[src/rtl/cap32_pkg.sv]
package cap32_pkg;

    typedef enum logic [1:0] {
        ST_EMPTY = 2'd0,
        ST_ONE   = 2'd1,
        ST_TWO   = 2'd2
    } slot_state_e;

    typedef enum logic [2:0] {
        ACT_NONE       = 3'd0,
        ACT_LOAD_REG   = 3'd1,
        ACT_LOAD_BUF   = 3'd2,
        ACT_SHIFT_LOAD = 3'd3,
        ACT_POP        = 3'd4
    } store_act_e;

endpackage

[src/rtl/cap32_counter_half.sv]
module cap32_counter_half #(
    parameter int W = 16
) (
    input  logic         clk,
    input  logic         rst,
    input  logic         step,
    output logic [W-1:0] value
);

    always_ff @(posedge clk) begin
        if (rst) begin
            value <= '0;
        end else if (step) begin
            value <= value + 1'b1;
        end
    end

endmodule

[src/rtl/cap32_half_store.sv]
module cap32_half_store
    import cap32_pkg::*;
#(
    parameter int W = 16
) (
    input  logic         clk,
    input  logic         rst,
    input  store_act_e   act,
    input  logic [W-1:0] din,
    output logic [W-1:0] reg_q,
    output logic [W-1:0] buf_q
);

    always_ff @(posedge clk) begin
        if (rst) begin
            reg_q <= '0;
            buf_q <= '0;
        end else begin
            case (act)
                ACT_LOAD_REG: begin
                    reg_q <= din;
                end
                ACT_LOAD_BUF: begin
                    buf_q <= din;
                end
                ACT_SHIFT_LOAD: begin
                    reg_q <= buf_q;
                    buf_q <= din;
                end
                ACT_POP: begin
                    reg_q <= buf_q;
                end
                default: begin
                end
            endcase
        end
    end

endmodule

[src/rtl/cap32_slot_fsm.sv]
module cap32_slot_fsm
    import cap32_pkg::*;
(
    input  logic       clk,
    input  logic       rst,
    input  logic       commit,
    input  logic       rd_stb,
    input  logic       err_clr,
    output store_act_e act,
    output logic       cap_flag,
    output logic       buf_valid,
    output logic       err_flag
);

    slot_state_e state_q;
    slot_state_e state_d;
    logic        reject;

    // state register
    always_ff @(posedge clk) begin
        if (rst) begin
            state_q <= ST_EMPTY;
        end else begin
            state_q <= state_d;
        end
    end

    // transitions and store commands
    always_comb begin
        state_d = state_q;
        act     = ACT_NONE;
        reject  = 1'b0;
        unique case (state_q)
            ST_EMPTY: begin
                if (commit) begin            // FIRST
                    act     = ACT_LOAD_REG;
                    state_d = ST_ONE;
                end
            end
            ST_ONE: begin
                if (commit && rd_stb) begin  // SWAP
                    act     = ACT_LOAD_REG;
                    state_d = ST_ONE;
                end else if (commit) begin   // SPILL
                    act     = ACT_LOAD_BUF;
                    state_d = ST_TWO;
                end else if (rd_stb) begin   // DRAIN
                    state_d = ST_EMPTY;
                end
            end
            ST_TWO: begin
                if (commit && rd_stb) begin  // SHIFT
                    act     = ACT_SHIFT_LOAD;
                    state_d = ST_TWO;
                end else if (commit) begin   // REJECT
                    reject  = 1'b1;
                end else if (rd_stb) begin   // POP
                    act     = ACT_POP;
                    state_d = ST_ONE;
                end
            end
            default: begin
                state_d = ST_EMPTY;
            end
        endcase
    end

    // flag outputs
    always_comb begin
        cap_flag  = (state_q != ST_EMPTY);
        buf_valid = (state_q == ST_TWO);
    end

    always_ff @(posedge clk) begin
        if (rst) begin
            err_flag <= 1'b0;
        end else if (reject) begin
            err_flag <= 1'b1;
        end else if (err_clr) begin
            err_flag <= 1'b0;
        end
    end

endmodule

[src/rtl/cascade_capture32.sv]
module cascade_capture32
    import cap32_pkg::*;
#(
    parameter int HALF_W = 16
) (
    input  logic                  clk,
    input  logic                  rst,
    input  logic                  tick_en,
    input  logic                  cap_evt,
    input  logic                  rd_stb,
    input  logic                  err_clr,
    input  logic                  cap_ie,
    input  logic                  err_ie,
    output logic [HALF_W-1:0]     count_lo,
    output logic [HALF_W-1:0]     count_hi,
    output logic [2*HALF_W-1:0]   rd_data,
    output logic                  cap_flag,
    output logic                  buf_valid,
    output logic                  err_flag,
    output logic                  cap_irq,
    output logic                  err_irq
);

    localparam int FULL_W  = 2 * HALF_W;
    localparam int N_HALVES = 2;

    logic              lo_wrap;
    logic              hi_step_q;
    logic              evt_q;
    logic [HALF_W-1:0] lo_stage_q;
    logic [FULL_W-1:0] commit_word;
    logic [FULL_W-1:0] buf_word;
    store_act_e        act;

    assign lo_wrap = tick_en & (&count_lo);

    cap32_counter_half #(.W(HALF_W)) u_lo (
        .clk   (clk),
        .rst   (rst),
        .step  (tick_en),
        .value (count_lo)
    );

    cap32_counter_half #(.W(HALF_W)) u_hi (
        .clk   (clk),
        .rst   (rst),
        .step  (hi_step_q),
        .value (count_hi)
    );

    // low half sampled on the strobe; high half one clock later
    always_ff @(posedge clk) begin
        if (rst) begin
            hi_step_q  <= 1'b0;
            evt_q      <= 1'b0;
            lo_stage_q <= '0;
        end else begin
            hi_step_q <= lo_wrap;
            evt_q     <= cap_evt;
            if (cap_evt) begin
                lo_stage_q <= count_lo;
            end
        end
    end

    assign commit_word = {count_hi, lo_stage_q};

    cap32_slot_fsm u_fsm (
        .clk       (clk),
        .rst       (rst),
        .commit    (evt_q),
        .rd_stb    (rd_stb),
        .err_clr   (err_clr),
        .act       (act),
        .cap_flag  (cap_flag),
        .buf_valid (buf_valid),
        .err_flag  (err_flag)
    );

    for (genvar g = 0; g < N_HALVES; g++) begin : g_half
        cap32_half_store #(.W(HALF_W)) u_store (
            .clk   (clk),
            .rst   (rst),
            .act   (act),
            .din   (commit_word[g*HALF_W +: HALF_W]),
            .reg_q (rd_data[g*HALF_W +: HALF_W]),
            .buf_q (buf_word[g*HALF_W +: HALF_W])
        );
    end

    assign cap_irq = cap_flag & cap_ie;
    assign err_irq = err_flag & err_ie;

endmodule

[config.mk]
export PLATFORM = sky130hd
export DESIGN_NAME = cascade_capture32
export DESIGN_NICKNAME = d
export VERILOG_FILES = /design/src/rtl/cap32_pkg.sv /design/src/rtl/cap32_counter_half.sv /design/src/rtl/cap32_half_store.sv /design/src/rtl/cap32_slot_fsm.sv /design/src/rtl/cascade_capture32.sv
export SDC_FILE = /design/constraint.sdc
export NUM_CORES = 1
export LEC_CHECK = 0
export CAP_MARGIN = 5
export CORE_ASPECT_RATIO = 1.25
export CORE_MARGIN = 1
export CORE_UTILIZATION = 40
export DETAILED_ROUTE_END_ITERATION = 6
export PLACE_DENSITY_LB_ADDON = 0.3
export SYNTH_ARGS = -nofsm -noshare
export SYNTH_HDL_FRONTEND = slang
export SYNTH_SLANG_ARGS = --single-unit
[constraint.sdc]
create_clock -name clk -period 2.7 [get_ports clk]
set_input_delay 0.54 -clock clk [delete_from_list [all_inputs] [get_ports clk]]
set_output_delay 0.54 -clock clk [all_outputs]
set_load 0.02 [all_outputs]
==> flow_metrics.py, run 1 <==
metrics = {
    "routing": {
        "dr.pass1.iters": 5,
        "wire_per_inst_um": 13.8,
        "vias": 4059,
        "ant_nets": 0,
        "routed_wl_um": 10700,
        "via_per_inst": 5.24,
        "drc": 0,
        "first_iter_violations": 179,
    },
    "placement": {
        "dpl.cell_count": 743,
        "dpl.hpwl_um": 6970,
        "port_buffers": 76,
        "gp_congestion": 0.818,
    },
    "sta": {
        "setup_viol": 0,
        "final-hold-violation-count": 0,
        "timing.setup.tns_ns": 0,
        "rsz0062_at_grt": "no",
        "fmax_mhz": 432,
        "slew_headroom_pct": 71.5,
        "worst_slew_pin_slew_ns": 0.427,
        "finalClockSkew_ns": 0.00636,
        "period_needed_ns": 2.32,
        "slew_viol_final": 0,
        "fin_crit_sh_pct": 85.8,
    },
    "yosys": {
        "postSynthCellCount": 557,
        "syn_area_um2": 4660,
        "synth_cell_types": 39,
        "synth_area_per_cell_um2": 8.37,
        "syn_nets": 567,
        "ys.flop_type": "dfxtp_1",
        "synth_edf_count": 0,
        "synth_seq_cells": 117,
        "ys_warn_count": 0,
        "async_reset_ff_share_pct": 0,
        "yosysSeqAreaShare_pct": 50.2,
    },
    "pwr": {
        "power_w": 0.00421,
        "power_density_nw_per_um2": 690,
        "p_leak_nw": 2.06,
        "ir_worst_vdd_uv": 343,
    },
    "global_route": {
        "grt_pass1_vias": 3888,
        "grt_first_pass_wirelength_um": 17900,
        "antenna_found_initial": 0,
        "grt_max_degree": 65,
        "grt_use_total_pct": 18.9,
        "overflow": 0,
    },
    "final_layout": {
        "final_util_pct": 54.3,
        "area_growth_pct": 30.8,
        "layout_common_cells": "nand2_1 (134), dfxtp_1 (117), nor2_1 (83)",
        "diodes": 0,
        "drive_above_1_share_pct": 7.50,
        "multi_input_area_um2": 2150,
        "final.fill_count": 1036,
        "nets": 637,
        "final_cells": 775,
        "seq_area_um2": 2340,
        "layout_commonest_cell": "nand2_1",
    },
    "critical_path": {
        "path_cells": "or2_2 > and2_1 > clkdlybuf4s50_1",
        "worstPathMaxFanout": 8,
        "slowest_delay_ns": 0.53,
        "r2r_cells": 5,
        "crit_path_start_kind": "flop",
        "cp-end-kind": "output port",
        "critPathArrivalTime_ns": 1.78,
        "critPathSlowestCell": "clkdlybuf4s50_1",
        "crit_required_ns": 2.16,
        "rrSetupSlack_ns": 1.02,
        "crit_type": "flop to output port",
    },
    "floorplan": {
        "dieArea_um2": 12100,
        "fp.dieW_um": 98.6,
        "coreArea_um2": 11200,
        "row_count": 43,
        "dieHeight_um": 123,
        "pin_count": 77,
        "initial_core_util_pct": 41.5,
    },
    "clocking": {
        "cts_root_buffer": "clkbuf_16",
        "clk_pin_slew_ns": 0.05,
        "cts_tree": "built",
        "postCtsHoldBufs": 0,
        "htree_levels": 4,
        "cts_setup_buffers": 0,
        "cts_resized": 0,
        "clkSinkCount": 117,
        "clock_latency_ns": 0.41,
        "clockBufferDepth": 2,
        "cts_buffers": 17,
    },
    "outcome": {
        "status": "finished, final reports clean",
    },
    "min_path": {
        "hold_path_depth": 2,
        "hold_class": "flop to flop",
    },
    "job": {
        "cap_violations": 0,
    },
}
-- layout make-up --
type / count / area share (%)
repair buffers: 88 / 14.1
multi-input cells: 400 / 35.2
clock buffers: 22 / 7.61
clock inverters: 10 / 1.72
inverters: 3 / 0.185
well taps: 135 / 2.77
flip-flops and latches: 117 / 38.4
-- worst max-delay path, delay by kind of cell (launching register included) --
| family | cells | cell delay (ns) |
|---|---|---|
| buffers and inverters | 1 | 0.53 |
| and+or+nand+nor | 2 | 0.47 |
| DFF | 1 | 0.37 |
-- sequential cells by signal (all words and copies together), names as in the netlist --
| name | count |
|---|---|
| u_hi.value | 16 |
| lo_stage_q | 16 |
| g_half.u_store.reg_q | 32 |
| evt_q | 1 |
| u_lo.value | 16 |
| hi_step_q | 1 |
| g_half.u_store.buf_q | 32 |
| u_fsm.err_flag | 1 |
| u_fsm.state_q | 2 |
-- through the flow --
stage	setup slack [ns]	instance area (um2)	hold slack, ns
2_1_floorplan	1.04	4660	0.437
3_3_place_gp	0.462	5530	0.442
5_1_grt	0.310	6100	0.475
3_5_place_dp	0.407	5530	0.447
4_1_cts	0.368	6100	0.453
6_report	0.384	6100	0.452
-- worst paths after layout --
| check | startpoint | endpoint |
|---|---|---|
| hold / removal | g_half[1].u_store.buf_q[7] | g_half[1].u_store.buf_q[7] |
| hold reg to reg | g_half[1].u_store.buf_q[7] | g_half[1].u_store.buf_q[7] |
| setup reg to reg | u_hi.value[0] | u_hi.value[12] |
| setup / recovery | u_fsm.state_q[1] | cap_irq |
-- power breakdown --
group          total [W]  internal [W]  switching (W)
clock            0.00213       0.00139       0.000739
combinational   0.000277      0.000122       0.000155
sequential       0.00180       0.00177      0.0000295
-- cell usage after synthesis, types with 2 or more instances --
cell type | n | area (um2)
nand2_1 | 134 | 503
dfxtp_1 | 117 | 2340
nor2_1 | 83 | 312
a21oi_1 | 40 | 200
a311oi_1 | 30 | 263
mux2i_1 | 19 | 190
buf_2 | 17 | 85.1
clkbuf_1 | 16 | 60.1
xnor2_1 | 14 | 123
nand4_1 | 12 | 75.1
xor2_1 | 9 | 78.8
nand3_1 | 7 | 35.0
nor2b_1 | 6 | 37.5
nor3_1 | 6 | 30.0
nor4_1 | 6 | 37.5
o21ai_0 | 5 | 25.0
or3_1 | 5 | 31.3
buf_1 | 3 | 11.3
inv_1 | 3 | 11.3
a211oi_1 | 2 | 15.0
and2_1 | 2 | 12.5
and4_1 | 2 | 17.5
ha_1 | 2 | 25.0
nand2b_1 | 2 | 12.5
-- cells by family (layout without fill, tap and decap cells) --
| family | count (synthesis) | count (layout) | synth area share [%] |
|---|---|---|---|
| muxes | 20 | 20 | 4.32 |
| xor gates and xnor gates | 23 | 23 | 4.32 |
| buffers and inverters | 40 | 123 | 3.70 |
| and+or+nand+nor | 271 | 271 | 24.7 |
| AOI/OAI and AO/OA | 84 | 84 | 12.2 |
| adders and majority gates | 2 | 2 | 0.536 |
| DFF | 117 | 117 | 50.2 |
-- per-layer routing --
layer / global-route usage [%] / vias up / part of all wire [%]
met4: 6.62 / 0 / 0.69
met1: 22.2 / 1905 / 44
met2: 32.9 / 97 / 50
met5: 0 / - / 0
li1: - / 2049 / -
met3: 5.81 / 8 / 4.9
No activity file was read; power rests on OpenSTA's default activity.
==> run 2, diff against run 1 <==
--- a/config.mk
+++ b/config.mk
@@ -10,6 +10,7 @@
 export CORE_MARGIN = 1
 export CORE_UTILIZATION = 40
 export DETAILED_ROUTE_END_ITERATION = 6
+export HOLD_SLACK_MARGIN = 0.1
 export PLACE_DENSITY_LB_ADDON = 0.3
 export SYNTH_ARGS = -nofsm -noshare
 export SYNTH_HDL_FRONTEND = slang
==> constraint.sdc (replaced) <==
create_clock -name clk -period 2.9 [get_ports clk]
set_input_delay 0.58 -clock clk [delete_from_list [all_inputs] [get_ports clk]]
set_output_delay 0.58 -clock clk [all_outputs]
set_load 0.02 [all_outputs]
==> run 2 against run 1 <==
Count of clock-buffer cells in the layout increased by 3. Non-clock buffer count shrank 2. First-iteration DRC count grew 11%. Die area is the same. Routed wire length down 0.69%. Combinational power is 7.9% lower. Critical path type unchanged. Critical endpoint unchanged. Largest cell class unchanged. Highest routed layer unchanged.
==> flow_metrics.py, run 2 (synthesized netlist as in run 1, its figures left out) <==
metrics = {
    "min_path": {
        "hold_class": "flop to flop",
    },
    "clocking": {
        "postCtsHoldBufs": 0,
        "cts_root_buffer": "clkbuf_16",
        "cts_buffers": 17,
        "cts_resized": 0,
        "htree_levels": 4,
        "clk_pin_slew_ns": 0.05,
        "clock_latency_ns": 0.40,
        "cts_tree": "built",
        "clkSinkCount": 117,
        "cts_setup_buffers": 0,
        "clockBufferDepth": 2,
    },
    "global_route": {
        "grt_use_total_pct": 18.6,
        "grt_max_degree": 65,
        "grt_pass1_vias": 3743,
        "antenna_found_initial": 0,
        "overflow": 0,
        "grt_first_pass_wirelength_um": 17600,
    },
    "sta": {
        "timing.hold.ws_ns": 0.456,
        "timing.final.ws_setup_ns": 0.551,
        "rsz0062_at_grt": "no",
        "fmax_mhz": 426,
        "slew_viol_final": 0,
        "slew_headroom_pct": 58.4,
        "final-hold-violation-count": 0,
        "fin_crit_sh_pct": 81.0,
        "period_needed_ns": 2.35,
        "worst_slew_pin_slew_ns": 0.624,
        "finalClockSkew_ns": 0.00521,
        "timing.setup.tns_ns": 0,
        "setup_viol": 0,
    },
    "pwr": {
        "power_w": 0.00381,
        "seqPwrFrac_pct": 44.0,
        "internal-power_w": 0.00299,
        "clkPwrFrac_pct": 49.3,
        "combPwrFrac_pct": 6.7,
        "ir_worst_vdd_uv": 375,
        "power_switching_share_pct": 21.6,
        "p_switching_w": 0.000823,
        "p_leak_nw": 2.03,
        "power_density_nw_per_um2": 630,
    },
    "floorplan": {
        "coreArea_um2": 11200,
        "dieHeight_um": 123,
        "initial_core_util_pct": 41.5,
        "dieArea_um2": 12100,
        "fp.dieW_um": 98.6,
        "row_count": 43,
        "pin_count": 77,
    },
    "outcome": {
        "status": "finished, final reports clean",
    },
    "critical_path": {
        "crit_path_start_kind": "flop",
        "worst-path-buf-inv": 1,
        "critPathArrivalTime_ns": 1.77,
        "path_cells": "or2_2 > and2_1 > clkdlybuf4s50_1",
        "critPathSlowestCell": "clkdlybuf4s50_1",
        "crit_required_ns": 2.32,
        "crit_type": "flop to output port",
        "worstPathMaxFanout": 8,
        "cp-end-kind": "output port",
        "slowest_delay_ns": 0.53,
        "cp_top_family": "buffers and inverters",
    },
    "placement": {
        "port_buffers": 76,
        "gp_congestion": 0.757,
        "dpl.hpwl_um": 6970,
        "dp_slack_ns": 0.438,
    },
    "routing": {
        "via_per_inst": 5.21,
        "first_iter_violations": 199,
        "drc": 0,
        "dr.pass1.iters": 4,
        "ant_nets": 0,
        "wire_per_inst_um": 13.7,
        "vias": 4017,
        "routed_wl_um": 10600,
    },
    "job": {
        "cap_violations": 0,
    },
    "final_layout": {
        "layout_common_cells": "nand2_1 (134), dfxtp_1 (117), nor2_1 (83)",
        "area_growth_pct": 29.8,
        "final.fill_count": 1039,
        "seq_area_um2": 2340,
        "multi_input_area_um2": 2150,
        "diodes": 0,
        "layout_commonest_cell": "nand2_1",
        "nets": 635,
        "drive_above_1_share_pct": 6.60,
        "reg_top3": "g_half.u_store.buf_q x32, g_half.u_store.reg_q x32",
    },
}
-- run 2: layout make-up --
type	instances	area share (%)
flip-flops and latches	117	38.7
multi-input cells	400	35.5
repair buffers	86	14.0
clock buffers	25	8.02
well taps	135	2.79
clock inverters	5	0.827
inverters	3	0.186
-- run 2: power groups by stage --
stage | logic, W | clock network [W] | registers (W)
2_1_floorplan | 0.000113 | 0 | 0.00174
3_3_place_gp | 0.000252 | 0 | 0.00171
3_5_place_dp | 0.000257 | 0 | 0.00171
4_1_cts | 0.000258 | 0.00191 | 0.00168
5_1_grt | 0.000276 | 0.00199 | 0.00168
6_report | 0.000255 | 0.00188 | 0.00168
-- run 2: through the flow --
stage          area [um2]  instances  util (%)
2_1_floorplan        4660        557         -
3_3_place_gp         5520        741      49.1
3_5_place_dp         5520        741      49.1
4_1_cts              6050        771      53.8
5_1_grt              6050        771      53.8
6_report             6050        771      53.8
-- run 2: per-layer routing --
| layer | part of all wire [%] | track usage, % | vias up |
|---|---|---|---|
| li1 | - | - | 2045 |
| met1 | 44 | 21.1 | 1870 |
| met2 | 50 | 33.1 | 86 |
| met3 | 3.8 | 4.33 | 16 |
| met4 | 1.9 | 8.58 | 0 |
| met5 | 0 | 0 | - |
-- run 2: worst register-to-register path: stages (launching register included) --
cell	delay, ns
dfxtp_1	0.40
nor3b_1	0.36
o21a_2	0.44
buf_4	0.27
nand2_1	0.08
a21oi_1	0.13
-- run 2: final timing paths --
check | endpoint | slack (ns) | cells past startpoint | start
min reg2reg | g_half[1].u_store.buf_q[1] | 0.46 | 2 | g_half[1].u_store.buf_q[1]
max reg2reg | g_half[0].u_store.buf_q[2] | 1.15 | 5 | u_fsm.state_q[0]
max | cap_irq | 0.55 | 3 | u_fsm.state_q[1]
min | g_half[1].u_store.buf_q[1] | 0.46 | 2 | g_half[1].u_store.buf_q[1]
==> run 3, diff against run 2 <==
==> constraint.sdc (replaced) <==
create_clock -name clk -period 2.3 [get_ports clk]
set_input_delay 0.46 -clock clk [delete_from_list [all_inputs] [get_ports clk]]
set_output_delay 0.46 -clock clk [all_outputs]
set_load 0.02 [all_outputs]
==> run 3 against run 2 <==
Total power up 28%. Critical path depth unchanged. Cell area grew 0.93%. Sequential share of layout area shrank 0.36 points. Flip-flop and latch count unchanged. Register-to-register slack worse by 0.52 ns. Clock skew up 0.0022 ns. Utilization is 0.50 points higher. Clock power up 30%. Routed wire length grew 0.92%. Largest cell class unchanged. Highest routed layer unchanged.
==> flow_metrics.py, run 3 (synthesized netlist as in run 1, its figures left out) <==
metrics = {
    "critical_path": {
        "rr_startpoint": "u_hi.value[3]",
        "r2r_cells": 4,
        "r2r_end": "u_hi.value[13]",
        "crit_type": "flop to output port",
        "crit_required_ns": 1.84,
        "critPathArrivalTime_ns": 1.77,
        "startpoint": "u_fsm.state_q[1]",
        "rrSetupSlack_ns": 0.63,
        "worstPathMaxFanout": 8,
        "cp-end-kind": "output port",
        "endpoint": "cap_irq",
        "crit_path_start_kind": "flop",
    },
    "final_layout": {
        "seq_area_um2": 2340,
        "diodes": 0,
        "layout_common_cells": "nand2_1 (134), dfxtp_1 (117), nor2_1 (83)",
        "final.fill_count": 1040,
        "drive_above_1_share_pct": 7.49,
        "nets": 640,
        "layout_commonest_cell": "nand2_1",
        "area_growth_pct": 31.0,
        "reg_top3": "g_half.u_store.buf_q x32, g_half.u_store.reg_q x32",
        "multi_input_area_um2": 2150,
    },
    "floorplan": {
        "row_count": 43,
        "fp.dieW_um": 98.6,
        "initial_core_util_pct": 41.5,
        "coreArea_um2": 11200,
        "dieArea_um2": 12100,
        "dieHeight_um": 123,
        "pin_count": 77,
    },
    "clocking": {
        "cts_tree": "built",
        "clock_latency_ns": 0.41,
        "clkSinkCount": 117,
        "clockBufferDepth": 2,
        "cts_root_buffer": "clkbuf_16",
        "cts_resized": 0,
        "cts_buffers": 17,
        "clk_pin_slew_ns": 0.05,
        "postCtsHoldBufs": 0,
        "htree_levels": 4,
        "cts_setup_buffers": 0,
    },
    "routing": {
        "wire_per_inst_um": 13.8,
        "vias": 4050,
        "via_per_inst": 5.22,
        "routed_wl_um": 10700,
        "ant_nets": 0,
        "dr.pass1.iters": 5,
        "first_iter_violations": 136,
        "drc": 0,
    },
    "global_route": {
        "overflow": 0,
        "grt_first_pass_wirelength_um": 18200,
        "grt_max_degree": 65,
        "grt_use_total_pct": 19.1,
        "antenna_found_initial": 0,
        "grt_pass1_vias": 3847,
    },
    "sta": {
        "fmax_mhz": 448,
        "final-hold-violation-count": 0,
        "setup_viol": 0,
        "slew_viol_final": 0,
        "finalClockSkew_ns": 0.00737,
        "period_needed_ns": 2.23,
        "fin_crit_sh_pct": 96.9,
        "rsz0062_at_grt": "no",
        "timing.hold.ws_ns": 0.453,
        "timing.setup.tns_ns": 0,
        "slew_headroom_pct": 67.2,
        "worst_slew_pin_slew_ns": 0.488,
        "timing.final.ws_setup_ns": 0.0702,
    },
    "pwr": {
        "power_density_nw_per_um2": 799,
        "p_leak_nw": 2.07,
        "ir_worst_vdd_uv": 494,
    },
    "placement": {
        "gp_congestion": 0.754,
        "dpl.hpwl_um": 7000,
        "port_buffers": 76,
        "dp_slack_ns": 0.182,
    },
    "outcome": {
        "status": "finished, final reports clean",
    },
    "job": {
        "cap_violations": 0,
    },
    "min_path": {
        "hold_class": "flop to flop",
    },
}
## run 3: power breakdown
group / internal, W / leakage [nW] / switching (W)
Sequential: 0.00208 / 0.948 / 0.0000354
Clock: 0.00161 / 0.276 / 0.000833
Combinational: 0.000145 / 0.841 / 0.000182
Total: 0.00383 / 2.07 / 0.00105
## run 3: through the flow
step           instance area [um2]  utilization [%]  std cells  power [W]
3_5_place_dp                  5560             49.4        746    0.00248
2_1_floorplan                 4660                -        557    0.00234
5_1_grt                       6110             54.3        776    0.00506
6_report                      6110             54.3        776    0.00488
4_1_cts                       6110             54.3        776    0.00493
3_3_place_gp                  5560             49.4        746    0.00248
## run 3: how the worst min path moves through the flow
stage / slack, ns / cells past startpoint / start / to
after floorplan: 0.44 / 2 / g_half[0].u_store.buf_q[0] / g_half[0].u_store.buf_q[0]
after global placement: 0.44 / 2 / g_half[0].u_store.buf_q[15] / g_half[0].u_store.buf_q[15]
after detailed placement: 0.45 / 2 / g_half[1].u_store.buf_q[8] / g_half[1].u_store.buf_q[8]
after CTS: 0.45 / 2 / rst / u_lo.value[1]
after global routing: 0.46 / 2 / rst / lo_stage_q[2]
final: 0.45 / 2 / g_half[1].u_store.buf_q[8] / g_half[1].u_store.buf_q[8]
## run 3: cell type report
class | count | area share [%]
clock buffers | 26 | 8.34
clock inverters | 4 | 0.737
inverters | 3 | 0.184
multi-input cells | 400 | 35.2
flip-flops and latches | 117 | 38.3
well taps | 135 | 2.76
repair buffers | 91 | 14.5
## run 3: layer usage
metal | GRT usage, % | up-vias | share of wire (%)
met5 | 0 | - | 0
li1 | - | 2035 | -
met3 | 5.13 | 15 | 4.8
met4 | 7.84 | 0 | 1.1
met1 | 22.5 | 1902 | 45
met2 | 33.1 | 98 | 49
## run 3: worst max-delay path, stage by stage, from the launching register on
cell	delay (ns)
dfxtp_1	0.35
or2_2	0.32
and2_1	0.16
clkdlybuf4s50_1	0.53
